`config.mk`:
```
export PLATFORM = sky130hd
export DESIGN_NAME = offset_clk_div
export DESIGN_NICKNAME = d
export VERILOG_FILES = /design/src/rtl/ocd_pkg.sv /design/src/rtl/ocd_code_stage.sv /design/src/rtl/ocd_count.sv /design/src/rtl/ocd_phase.sv /design/src/rtl/offset_clk_div.sv
export SDC_FILE = /design/constraint.sdc
export NUM_CORES = 1
export LEC_CHECK = 0
export ABC_CLOCK_PERIOD_IN_PS = 12780
export BUFFER_PORTS_ARGS = -buffer_cell sky130_fd_sc_hd__buf_2
export CAP_MARGIN = 20
export CORE_MARGIN = 5
export CORE_UTILIZATION = 55
export DETAILED_ROUTE_END_ITERATION = 12
export GPL_TIMING_DRIVEN = 0
export PLACE_DENSITY = 0.74
export SYNTH_ARGS = -nofsm -noshare
export SYNTH_HDL_FRONTEND = slang
export SYNTH_SLANG_ARGS = --single-unit
```
`constraint.sdc`:
```
create_clock -name clk_ref -period 12.78 [get_ports clk_ref]
set_clock_uncertainty 0.1 [all_clocks]
set_input_delay 1.278 -clock clk_ref [delete_from_list [all_inputs] [get_ports clk_ref]]
set_output_delay 1.278 -clock clk_ref [all_outputs]
set_load 0.02 [all_outputs]
```
`src/rtl/ocd_pkg.sv`:
```
package ocd_pkg;
  // Default width of the divisor code field.
  localparam int unsigned CODE_W_DEF = 10;
  // Constant added to the stored code to form the division ratio.
  localparam int unsigned CODE_OFFSET_DEF = 2;

  // Counter width able to hold (largest ratio - 1).
  function automatic int unsigned cnt_width(input int unsigned code_w, input int unsigned offset);
    return $clog2((1 << code_w) + offset);
  endfunction
endpackage

```
`src/rtl/ocd_code_stage.sv`:
```
// Keeps the most recently loaded code and moves it into the active setting
// only on the edge that ends a period. A load on that same edge is forwarded.
module ocd_code_stage #(
  parameter int unsigned CODE_W   = 10,
  parameter int unsigned OFFSET   = 2,
  parameter int unsigned CNT_W    = 11,
  parameter logic [CODE_W-1:0] RESET_CODE = '0
) (
  input  logic              clk,
  input  logic              rst_n,
  input  logic              load,
  input  logic [CODE_W-1:0] code_in,
  input  logic              wrap,
  output logic [CODE_W-1:0] active,
  output logic [CNT_W-1:0]  term,
  output logic [CNT_W-1:0]  half
);
  logic [CODE_W-1:0] staged_q;
  logic [CODE_W-1:0] staged_nxt;
  logic [CNT_W-1:0]  ratio;

  assign staged_nxt = load ? code_in : staged_q;

  always_ff @(posedge clk or negedge rst_n) begin
    if (!rst_n) begin
      staged_q <= RESET_CODE;
      active   <= RESET_CODE;
    end else begin
      staged_q <= staged_nxt;
      if (wrap) begin
        active <= staged_nxt;
      end
    end
  end

  always_comb begin
    ratio = CNT_W'(active) + CNT_W'(OFFSET);
    term  = ratio - CNT_W'(1);
    half  = ratio >> 1;
  end
endmodule

```
`src/rtl/ocd_count.sv`:
```
// Period counter: runs 0..term, then wraps to zero.
module ocd_count #(
  parameter int unsigned CNT_W = 11,
  parameter logic [CNT_W-1:0] RESET_CNT = CNT_W'(1)
) (
  input  logic             clk,
  input  logic             rst_n,
  input  logic [CNT_W-1:0] term,
  output logic [CNT_W-1:0] cnt,
  output logic [CNT_W-1:0] cnt_nxt,
  output logic             wrap
);
  assign wrap    = (cnt >= term);
  assign cnt_nxt = wrap ? '0 : cnt + CNT_W'(1);

  always_ff @(posedge clk or negedge rst_n) begin
    if (!rst_n) begin
      cnt <= RESET_CNT;
    end else begin
      cnt <= cnt_nxt;
    end
  end
endmodule

```
`src/rtl/ocd_phase.sv`:
```
// Registered output: high for counts below the half threshold.
module ocd_phase #(
  parameter int unsigned CNT_W = 11
) (
  input  logic             clk,
  input  logic             rst_n,
  input  logic             wrap,
  input  logic [CNT_W-1:0] cnt_nxt,
  input  logic [CNT_W-1:0] half,
  output logic             out_q
);
  logic out_nxt;

  // At the wrap the new period starts high whatever its ratio (half >= 1).
  assign out_nxt = wrap | (cnt_nxt < half);

  always_ff @(posedge clk or negedge rst_n) begin
    if (!rst_n) begin
      out_q <= 1'b0;
    end else begin
      out_q <= out_nxt;
    end
  end
endmodule

```
`src/rtl/offset_clk_div.sv`:
```
module offset_clk_div #(
  parameter int unsigned CODE_W = ocd_pkg::CODE_W_DEF,
  parameter int unsigned OFFSET = ocd_pkg::CODE_OFFSET_DEF
) (
  input  logic              clk_ref,
  input  logic              rst_n,
  input  logic [CODE_W-1:0] div_code,
  input  logic              code_load,
  output logic              clk_out
);
  localparam int unsigned CNT_W = ocd_pkg::cnt_width(CODE_W, OFFSET);
  localparam logic [CODE_W-1:0] RESET_CODE = '0;
  // Reset parks the counter on the last count of the reset ratio.
  localparam logic [CNT_W-1:0] RESET_CNT = CNT_W'(OFFSET - 1);

  logic [CODE_W-1:0] active_code;
  logic [CNT_W-1:0]  term;
  logic [CNT_W-1:0]  half;
  logic [CNT_W-1:0]  cnt_q;
  logic [CNT_W-1:0]  cnt_nxt;
  logic              wrap;

  ocd_code_stage #(
    .CODE_W(CODE_W), .OFFSET(OFFSET), .CNT_W(CNT_W), .RESET_CODE(RESET_CODE)
  ) i_stage (
    .clk(clk_ref), .rst_n(rst_n), .load(code_load), .code_in(div_code),
    .wrap(wrap), .active(active_code), .term(term), .half(half)
  );

  ocd_count #(.CNT_W(CNT_W), .RESET_CNT(RESET_CNT)) i_count (
    .clk(clk_ref), .rst_n(rst_n), .term(term),
    .cnt(cnt_q), .cnt_nxt(cnt_nxt), .wrap(wrap)
  );

  ocd_phase #(.CNT_W(CNT_W)) i_phase (
    .clk(clk_ref), .rst_n(rst_n), .wrap(wrap),
    .cnt_nxt(cnt_nxt), .half(half), .out_q(clk_out)
  );
endmodule

```
==> results_dict.tcl, run 1 <==
set metrics [dict create \
    use_met2_pct 30.8 \
    route.detailed.drc 0 \
    yosys_warnings 0 \
    critPathArrivalTime_ns 4.87 \
    hold_viol_final 0 \
    critPathRequiredTime_ns 12.85 \
    avgSynthCellArea_um2 10.8 \
    vias 1426 \
    cts_tree "done" \
    fmax_ghz 0.209 \
    setup_viol 0 \
    use_met1_pct 20.9 \
    cts_max_level 2 \
    seq_area_frac_synth_pct 39.1 \
    numClockSinks 32 \
    die-area_um2 5060 \
    powerDensity_nw_per_um2 254 \
    worst_slack_ns 7.99 \
    critPathMaxFanout 10 \
    maxCapViolCount 0 \
    die_y_um 71.1 \
    power_mw 0.576 \
    overflow 0 \
    finalWirelength_um 3890 \
    grt_pass1_wl_um 7240 \
    worst_slew_pin_slew_ns 0.698 \
    fin_cells 257 \
    grt_pass1_vias 1591 \
    synth_area_um2 2050 \
    placed_cell_area_um2 2170 \
    min_period_over_period_pct 37.5 \
    ir_drop_v 0.000123 \
    ys_ff_latch 32 \
    cts_resized 0 \
    outcome "finished, final reports clean" \
    clk_pin_slew_ns 0.06 \
    rows 22 \
    slew_violations 0 \
    end_kind "register" \
    grt.busiest_layer "met2" \
    holdWs_ns 0.394 \
    setup_tns_ns 0 \
    clk_latency_ns 0.28 \
    leakage_nw 1.03 \
    fin_area_um2 2270 \
    dpl_worst_slack_ns 8.01 \
    hold_path.class "reg2reg" \
    final_util_pct 62.5 \
    rsz0062_at_grt "false" \
    start_util_pct 56.5 \
    routabilityCongestion 0.865 \
    drtIter0Drc 80 \
    fin_nets 245 \
    num_io_pins 14 \
    numPlacedInstances 250 \
    synthCells 190 \
    dr.pass1.iters 5 \
    port_buffers 12 \
    start_kind "register" \
    synth_nets 226 \
    fp.dieW_um 71.1 \
    period_needed_ns 4.79 \
    ant_nets 0 \
    max_slew_margin_pct 53.5 \
    diodes 0 \
    area_delta_synth_final_pct 10.5 \
    cts_setup_buffers 0 \
    fill_cells 324 \
    cts_root_buf "clkbuf_8" \
    grt_max_degree 33 \
    wl_per_cell_um 15.2 \
    grt_antenna_before_repair 0 \
    use_met3_pct 4.69 \
    ys_types 37 \
    path_class "reg2reg" \
    grt_usage_pct 18.1 \
    drive_above_1_share_pct 22.5 \
    cts_inserted_buffers 5 \
    clk_path_buf_depth 2 \
    via_per_inst 5.55 \
    place_hpwl_um 3080 \
    core_area_um2 3630 \
    ctsHoldBuffers 0 \
]
[power by group]
group | switching (mW) | total [mW] | internal [mW]
logic | 0.163 | 0.320 | 0.157
clock network | 0.0357 | 0.0835 | 0.0479
registers | 0.0379 | 0.172 | 0.134
total | 0.237 | 0.576 | 0.340
[path summary, 6_finish.rpt]
kind	startpoint	to	slack, ns	cells after the start
worst max-delay path	i_stage.active[1]$_DFFE_PN0P_	i_phase.out_q$_DFF_PN0_	7.99	20
worst min-delay path	i_stage.staged_q[0]$_DFF_PN0_	i_stage.staged_q[0]$_DFF_PN0_	0.39	1
worst max register to register	i_stage.active[1]$_DFFE_PN0P_	i_phase.out_q$_DFF_PN0_	7.99	20
worst min register to register	i_stage.staged_q[0]$_DFF_PN0_	i_stage.staged_q[0]$_DFF_PN0_	0.39	1
max in group asynchronous	rst_n	i_stage.staged_q[0]$_DFF_PN0_	11.19	1
min in group asynchronous	rst_n	i_count.cnt[2]$_DFF_PN0_	0.93	1
[logic make-up (layout without fill, tap and decap cells)]
kind of cell             Yosys count  count (layout)  synth area share (%)
AO/OA/AOI/OAI                     21              21                  7.74
buffers and inverters             12              31                  2.74
multiplexers                      21              21                  12.7
XOR/XNOR                          24              24                  10.2
adder cells (fa/ha/maj)           23              23                  14.0
flip-flops                        32              32                  39.1
AND/OR/NAND/NOR                   57              57                  13.5
[cells in the final DEF (no fill, tap or decap), types with 5 or more instances in the layout]
cell type / count
nand3_1: 8
nor2_1: 24
inv_1: 7
buf_2: 12
xor2_1: 9
nand2_1: 7
mux2_2: 13
clkbuf_8: 7
xnor2_1: 15
mux2_4: 7
o21ai_0: 5
nand4_1: 8
ha_1: 23
dfrtp_1: 31
[worst max-delay path, cell delays in order (launching register included)]
cell and delay [ns]:
dfrtp_1 0.48, ha_1 0.29, xor2_1 0.27, inv_1 0.11, and3_1 0.24, mux2i_1 0.14
xor2_1 0.15, ha_1 0.33, nand4_1 0.12, nor3_1 0.30, a2111oi_2 0.10, o21ai_2 0.25
buf_6 0.23, buf_4 0.19, nor2_1 0.08, ha_1 0.30, nand4_1 0.11, a211o_1 0.30
a21oi_1 0.19, o21ai_0 0.12, a41o_1 0.25
[synthesized netlist by cell type]
master / count / area (µm²)
nor2b_1: 3 / 18.8
nand3_1: 8 / 40.0
o21ai_2: 1 / 8.76
xor2_1: 9 / 78.8
nand2b_1: 1 / 6.26
o2bb2ai_1: 1 / 8.76
nand2b_4: 1 / 13.8
o21ai_0: 5 / 25.0
nor4_1: 1 / 6.26
inv_1: 7 / 26.3
mux2i_1: 1 / 10.0
dfrtp_1: 31 / 776
and3_1: 1 / 6.26
o22ai_1: 1 / 6.26
nor2_1: 24 / 90.1
a31o_2: 1 / 8.76
buf_4: 1 / 7.51
clkbuf_1: 3 / 11.3
a2111oi_2: 1 / 15.0
a211oi_2: 1 / 12.5
a41o_1: 1 / 10.0
dfstp_2: 1 / 26.3
nand2_1: 7 / 26.3
xnor2_1: 15 / 131
and4_1: 1 / 8.76
a211oi_1: 1 / 7.51
nand4_1: 8 / 50.1
mux2_2: 13 / 146
mux2_4: 7 / 105
ha_1: 23 / 288
o2111ai_1: 1 / 8.76
buf_6: 1 / 11.3
a21o_1: 3 / 22.5
a211o_1: 1 / 8.76
a21oi_1: 2 / 10.0
a31oi_1: 1 / 6.26
nor3_1: 2 / 10.0
[flip-flops by register name, indices dropped and copies added (netlist names)]
name	cells
i_stage.staged_q	10
i_stage.active	10
i_count.cnt	11
i_phase.out_q	1
[routing by layer]
layer	part of all wire, %	up-vias	routed length, µm
li1	-	711	-
met1	44	677	1690
met2	50	24	1940
met3	3.2	14	125
met4	3.4	0	134
met5	0	-	0
[cell type report]
class	instances	area [µm²]	share of cell area, %
well taps	48	60.1	2.65
inverters	7	26.3	1.16
plain buffers	5	30.0	1.32
repair buffers	12	60.1	2.65
clock buffers	7	96.3	4.24
flip-flops and latches	32	802	35.3
multi-input cells	146	1190	52.6
(Power assumes the default switching activity.)
==> run 2: changes to the inputs <==
--- a/config.mk
+++ b/config.mk
@@ -5,7 +5,7 @@
 export SDC_FILE = /design/constraint.sdc
 export NUM_CORES = 1
 export LEC_CHECK = 0
-export ABC_CLOCK_PERIOD_IN_PS = 12780
+export ABC_CLOCK_PERIOD_IN_PS = 4600
 export BUFFER_PORTS_ARGS = -buffer_cell sky130_fd_sc_hd__buf_2
 export CAP_MARGIN = 20
 export CORE_MARGIN = 5
==> constraint.sdc (replaced) <==
create_clock -name clk_ref -period 4.6 [get_ports clk_ref]
set_clock_uncertainty 0.1 [all_clocks]
set_input_delay 0.46 -clock clk_ref [delete_from_list [all_inputs] [get_ports clk_ref]]
set_output_delay 0.46 -clock clk_ref [all_outputs]
set_load 0.02 [all_outputs]
==> results_dict.tcl, run 2 (same netlist as run 1, synthesis figures left out) <==
set metrics [dict create \
    setup_tns_ns 0 \
    grt_pass1_vias 1607 \
    crit_end "i_phase.out_q$_DFF_PN0_" \
    worst_slack_ns 0.210 \
    vias 1440 \
    via_per_inst 5.50 \
    fill_cells 301 \
    fmax_ghz 0.228 \
    core_area_um2 3630 \
    cts_inserted_buffers 5 \
    start_util_pct 56.5 \
    grt_antenna_before_repair 0 \
    numPlacedInstances 250 \
    setup_viol 0 \
    min_period_over_period_pct 95.4 \
    end_kind "register" \
    grt_usage_pct 18.3 \
    rows 22 \
    ir_drop_v 0.000349 \
    cts_tree "done" \
    cts_root_buf "clkbuf_8" \
    final_cell_mix "dfrtp_1, nor2_1, ha_1" \
    route.detailed.drc 0 \
    critPathRequiredTime_ns 4.67 \
    clk_pin_slew_ns 0.06 \
    port_buffers 12 \
    ant_nets 0 \
    largest_register_ffs 11 \
    die-area_um2 5060 \
    drtIter0Drc 45 \
    final_util_pct 65.1 \
    outcome "finished, final reports clean" \
    numClockSinks 32 \
    switching_power_mw 0.696 \
    diodes 0 \
    ctsHoldBuffers 0 \
    critPathMaxFanout 10 \
    power_mw 1.69 \
    max_slew_margin_pct 53.4 \
    ff2ff_path_depth 20 \
    final_common_cell "dfrtp_1" \
    dr.pass1.iters 4 \
    fin_cells 262 \
    biggestRegsByFlops "i_count.cnt: 11 flops, i_stage.active: 10 flops, i_stage.staged_q: 10 flops" \
    cts_max_level 2 \
    maxCapViolCount 0 \
    r2r_end "i_phase.out_q$_DFF_PN0_" \
    grt_max_degree 33 \
    slew_violations 0 \
    die_y_um 71.1 \
    drive_above_1_share_pct 29.0 \
    reg2reg_setup_slack_ns 0.21 \
    grt_pass1_wl_um 7290 \
    routabilityCongestion 0.865 \
    clk_latency_ns 0.28 \
    wl_per_cell_um 15.1 \
    powerDensity_nw_per_um2 716 \
    critPathArrivalTime_ns 4.46 \
    place_hpwl_um 3080 \
    fp.dieW_um 71.1 \
    switching_share_pct 41.1 \
    num_io_pins 14 \
    period_needed_ns 4.39 \
    seqCellArea_um2 805 \
    overflow 0 \
    rr_startpoint "i_stage.active[1]$_DFFE_PN0P_" \
    clk_path_buf_depth 2 \
    p_seq_share_pct 28.7 \
    path_class "reg2reg" \
    area_delta_synth_final_pct 15.2 \
    leakage_nw 1.06 \
    pwr-share-comb_pct 57.8 \
    fin_nets 250 \
    start_kind "register" \
    multiInputGateArea_um2 1250 \
    dpl_worst_slack_ns -0.174 \
    p_int_mw 0.997 \
    finalWirelength_um 3960 \
    regMostFlops "i_count.cnt" \
    crit_start "i_stage.active[1]$_DFFE_PN0P_" \
    hold_path.class "in2async" \
    power_frac_clock_pct 13.5 \
    hold_viol_final 0 \
    worst_slew_pin_slew_ns 0.699 \
]
## run 2: power by group through the flow
| stage | sequential, mW | clock [mW] | combinational [mW] |
|---|---|---|---|
| after global routing | 0.506 | 0.251 | 1.09 |
| after CTS | 0.481 | 0.237 | 0.911 |
| after floorplan | 0.454 | 0 | 0.723 |
| after detailed placement | 0.483 | 0 | 0.887 |
| final | 0.486 | 0.229 | 0.978 |
| after global placement | 0.475 | 0 | 0.833 |
## run 2: metal layers
layer	up-vias	part of all wire (%)	track usage, %
met3	10	2.3	4.69
met4	0	2.5	9.39
li1	719	-	-
met2	16	52	31.4
met5	-	0	0
met1	695	43	20.8
## run 2: final cells by class
class,count,share of cell area [%]
plain buffers,5,1.27
clock buffers,7,4.07
inverters,7,1.11
multi-input cells,146,52.9
flip-flops and latches,32,34.0
well taps,48,2.54
repair buffers,17,4.13
## run 2: through the flow
| step | hold WS [ns] | cell area [µm²] |
|---|---|---|
| floorplan | 0.0644 | 2050 |
| global placement | 0.379 | 2170 |
| detailed placement | 0.384 | 2170 |
| CTS | 0.139 | 2290 |
| global route | 0.180 | 2360 |
| finish | 0.120 | 2360 |
## run 2: how the worst min path moves through the flow
stage	slack [ns]	startpoint	endpoint
floorplan	0.06	rst_n	i_count.cnt[10]$_DFF_PN0_
CTS	0.14	rst_n	i_count.cnt[6]$_DFF_PN0_
detailed placement	0.38	i_stage.staged_q[8]$_DFF_PN0_	i_stage.staged_q[8]$_DFF_PN0_
finish	0.12	rst_n	i_count.cnt[2]$_DFF_PN0_
global route	0.18	rst_n	i_count.cnt[6]$_DFF_PN0_
global placement	0.38	i_stage.staged_q[4]$_DFF_PN0_	i_stage.staged_q[4]$_DFF_PN0_
## run 2: critical path, stage by stage, from the launching register on
cell	delay, ns
dfrtp_2	0.47
ha_4	0.21
xor2_2	0.19
inv_1	0.10
and3_2	0.26
mux2i_1	0.13
xor2_1	0.15
ha_1	0.36
nand4_1	0.14
nor3_2	0.29
a2111oi_4	0.06
o21ai_2	0.20
buf_6	0.15
buf_4	0.17
nor2_1	0.08
ha_1	0.30
nand4_1	0.11
a211o_1	0.31
a21oi_2	0.16
o21ai_1	0.09
a41o_1	0.24
## run 2: repair_timing
action                     4_1_cts  5_1_grt
setup endpoints to repair        1        1
resized for setup                4        9
setup buffers                    1        4
pin swaps                        1        2
==> run 3: changes to the inputs <==
--- a/config.mk
+++ b/config.mk
@@ -10,6 +10,7 @@
 export CAP_MARGIN = 20
 export CORE_MARGIN = 5
 export CORE_UTILIZATION = 55
+export CTS_BUF_LIST = sky130_fd_sc_hd__clkbuf_16
 export DETAILED_ROUTE_END_ITERATION = 12
 export GPL_TIMING_DRIVEN = 0
 export PLACE_DENSITY = 0.74
==> results_dict.tcl, run 3 (same netlist as run 1, synthesis figures left out) <==
set metrics [dict create \
    port_buffers 12 \
    route.detailed.drc 0 \
    slew_violations 0 \
    reg2reg_setup_slack_ns 0.19 \
    numClockSinks 32 \
    drive_above_1_share_pct 29.8 \
    max_slew_margin_pct 54.6 \
    period_needed_ns 4.41 \
    overflow 0 \
    biggestRegsByFlops "i_count.cnt: 11 flops, i_stage.active: 10 flops, i_stage.staged_q: 10 flops" \
    cts_inserted_buffers 5 \
    critPathRequiredTime_ns 4.66 \
    crit_family "compound AO/OA/AOI/OAI gates" \
    critPathSlowestCell "dfrtp_2" \
    path_class "reg2reg" \
    core_area_um2 3630 \
    max_stage_delay_ns 0.45 \
    hold_path.class "in2async" \
    fin_area_um2 2450 \
    diodes 0 \
    grt_pass1_wl_um 7270 \
    hold_viol_final 0 \
    ir_drop_v 0.000406 \
    largest_register_ffs 11 \
    maxCapViolCount 0 \
    worst_slew_pin_slew_ns 0.681 \
    wl_per_cell_um 15.7 \
    worst_slack_ns 0.189 \
    cts_root_buf "clkbuf_16" \
    start_kind "register" \
    grt_pass1_vias 1548 \
    min_period_over_period_pct 95.9 \
    r2r_end "i_phase.out_q$_DFF_PN0_" \
    end_kind "register" \
    ant_nets 0 \
    grt_antenna_before_repair 0 \
    start_util_pct 56.5 \
    fmax_ghz 0.227 \
    ff2ff_path_depth 20 \
    outcome "finished, final reports clean" \
    dr.pass1.iters 4 \
    area_delta_synth_final_pct 19.5 \
    cts_max_level 2 \
    grt_max_degree 33 \
    regMostFlops "i_count.cnt" \
    powerDensity_nw_per_um2 746 \
    drtIter0Drc 68 \
    cts_tree "done" \
    fill_cells 292 \
    final_common_cell "dfrtp_1" \
    critPathArrivalTime_ns 4.47 \
    grt_usage_pct 18.3 \
    via_per_inst 5.53 \
    place_hpwl_um 3080 \
    crit_buf_inv 3 \
    fin_nets 254 \
    placed_cell_area_um2 2170 \
    finalWirelength_um 4190 \
    clk_latency_ns 0.28 \
    final_cell_mix "dfrtp_1, nor2_1, ha_1" \
    dpl_worst_slack_ns -0.174 \
    rr_startpoint "i_stage.active[1]$_DFFE_PN0P_" \
    die_y_um 71.1 \
    leakage_nw 1.10 \
    critPathMaxFanout 10 \
    final_util_pct 67.5 \
    num_io_pins 14 \
    clk_path_buf_depth 2 \
    path_cells "ha_4 -> xor2_4 -> inv_1 -> and3_2 -> mux2i_1 -> xor2_1 -> ha_1 -> nand4_1 -> nor3_2 -> a2111oi_4 -> o21ai_2 -> buf_6 -> buf_6 -> nor2_2 -> ha_1 -> nand4_1 -> a211o_1 -> a21oi_2 -> o21ai_1 -> a41o_1" \
    ctsHoldBuffers 0 \
    die-area_um2 5060 \
    routabilityCongestion 0.865 \
    setup_viol 0 \
    rows 22 \
    vias 1472 \
    clk_pin_slew_ns 0.05 \
    fp.dieW_um 71.1 \
]
[run 3: routing by layer]
metal  vias to the layer above  share of wire, %  track usage (%)
li1                        733                 -                -
met1                       712                43             21.1
met2                        18                52             32.1
met3                         9               2.5             4.40
met4                         0               2.5             8.35
met5                         -                 0                0
[run 3: worst max path at each step]
stage                                        startpoint  slack, ns  cells past startpoint                 endpoint
after floorplan           i_stage.active[1]$_DFFE_PN0P_       0.44                     20  i_phase.out_q$_DFF_PN0_
after global placement    i_stage.active[1]$_DFFE_PN0P_      -0.11                     20  i_phase.out_q$_DFF_PN0_
after detailed placement  i_stage.active[1]$_DFFE_PN0P_      -0.17                     20  i_phase.out_q$_DFF_PN0_
after CTS                 i_stage.active[1]$_DFFE_PN0P_      0.002                     20  i_phase.out_q$_DFF_PN0_
after global routing      i_stage.active[3]$_DFFE_PN0P_      -0.06                     18  i_phase.out_q$_DFF_PN0_
final                     i_stage.active[1]$_DFFE_PN0P_       0.19                     20  i_phase.out_q$_DFF_PN0_
[run 3: power by group]
group / total [mW] / leakage [nW] / internal, mW / switching [mW]
Combinational: 1.04 / 0.649 / 0.522 / 0.515
Clock: 0.304 / 0.0648 / 0.193 / 0.111
Sequential: 0.490 / 0.384 / 0.376 / 0.114
[run 3: cell type report]
type	instances	area [µm²]	share of cell area, %
flip-flops and latches	32	805	32.8
well taps	48	60.1	2.45
clock inverters	2	7.51	0.306
repair buffers	21	128	5.20
inverters	7	26.3	1.07
plain buffers	5	33.8	1.38
clock buffers	5	125	5.10
multi-input cells	146	1270	51.7
[run 3: worst reg2reg max path: stages (launching register included)]
cell and delay [ns]:
dfrtp_2 0.45, ha_4 0.21, xor2_4 0.16, inv_1 0.10, and3_2 0.24, mux2i_1 0.22
xor2_1 0.10, ha_1 0.36, nand4_1 0.14, nor3_2 0.28, a2111oi_4 0.06, o21ai_2 0.26
buf_6 0.17, buf_6 0.14, nor2_2 0.06, ha_1 0.32, nand4_1 0.11, a211o_1 0.32
a21oi_2 0.16, o21ai_1 0.09, a41o_1 0.25
[run 3: per-stage QoR]
stage	total power, mW	setup TNS [ns]	hold WS, ns	std cells
5_1_grt	1.98	-0.0592	0.197	266
6_report	1.83	0	0.122	266
2_1_floorplan	1.18	0	0.0644	190
4_1_cts	1.71	0	0.151	257
3_5_place_dp	1.37	-0.174	0.384	250
3_3_place_gp	1.31	-0.109	0.379	250
[run 3: what timing repair did]
action,in CTS,in global routing
pin swaps,0,4
resized for setup,6,10
gates cloned,0,0
hold endpoints to repair,0,0
buffers inserted,0,9
endpoints found under the setup margin,1,1
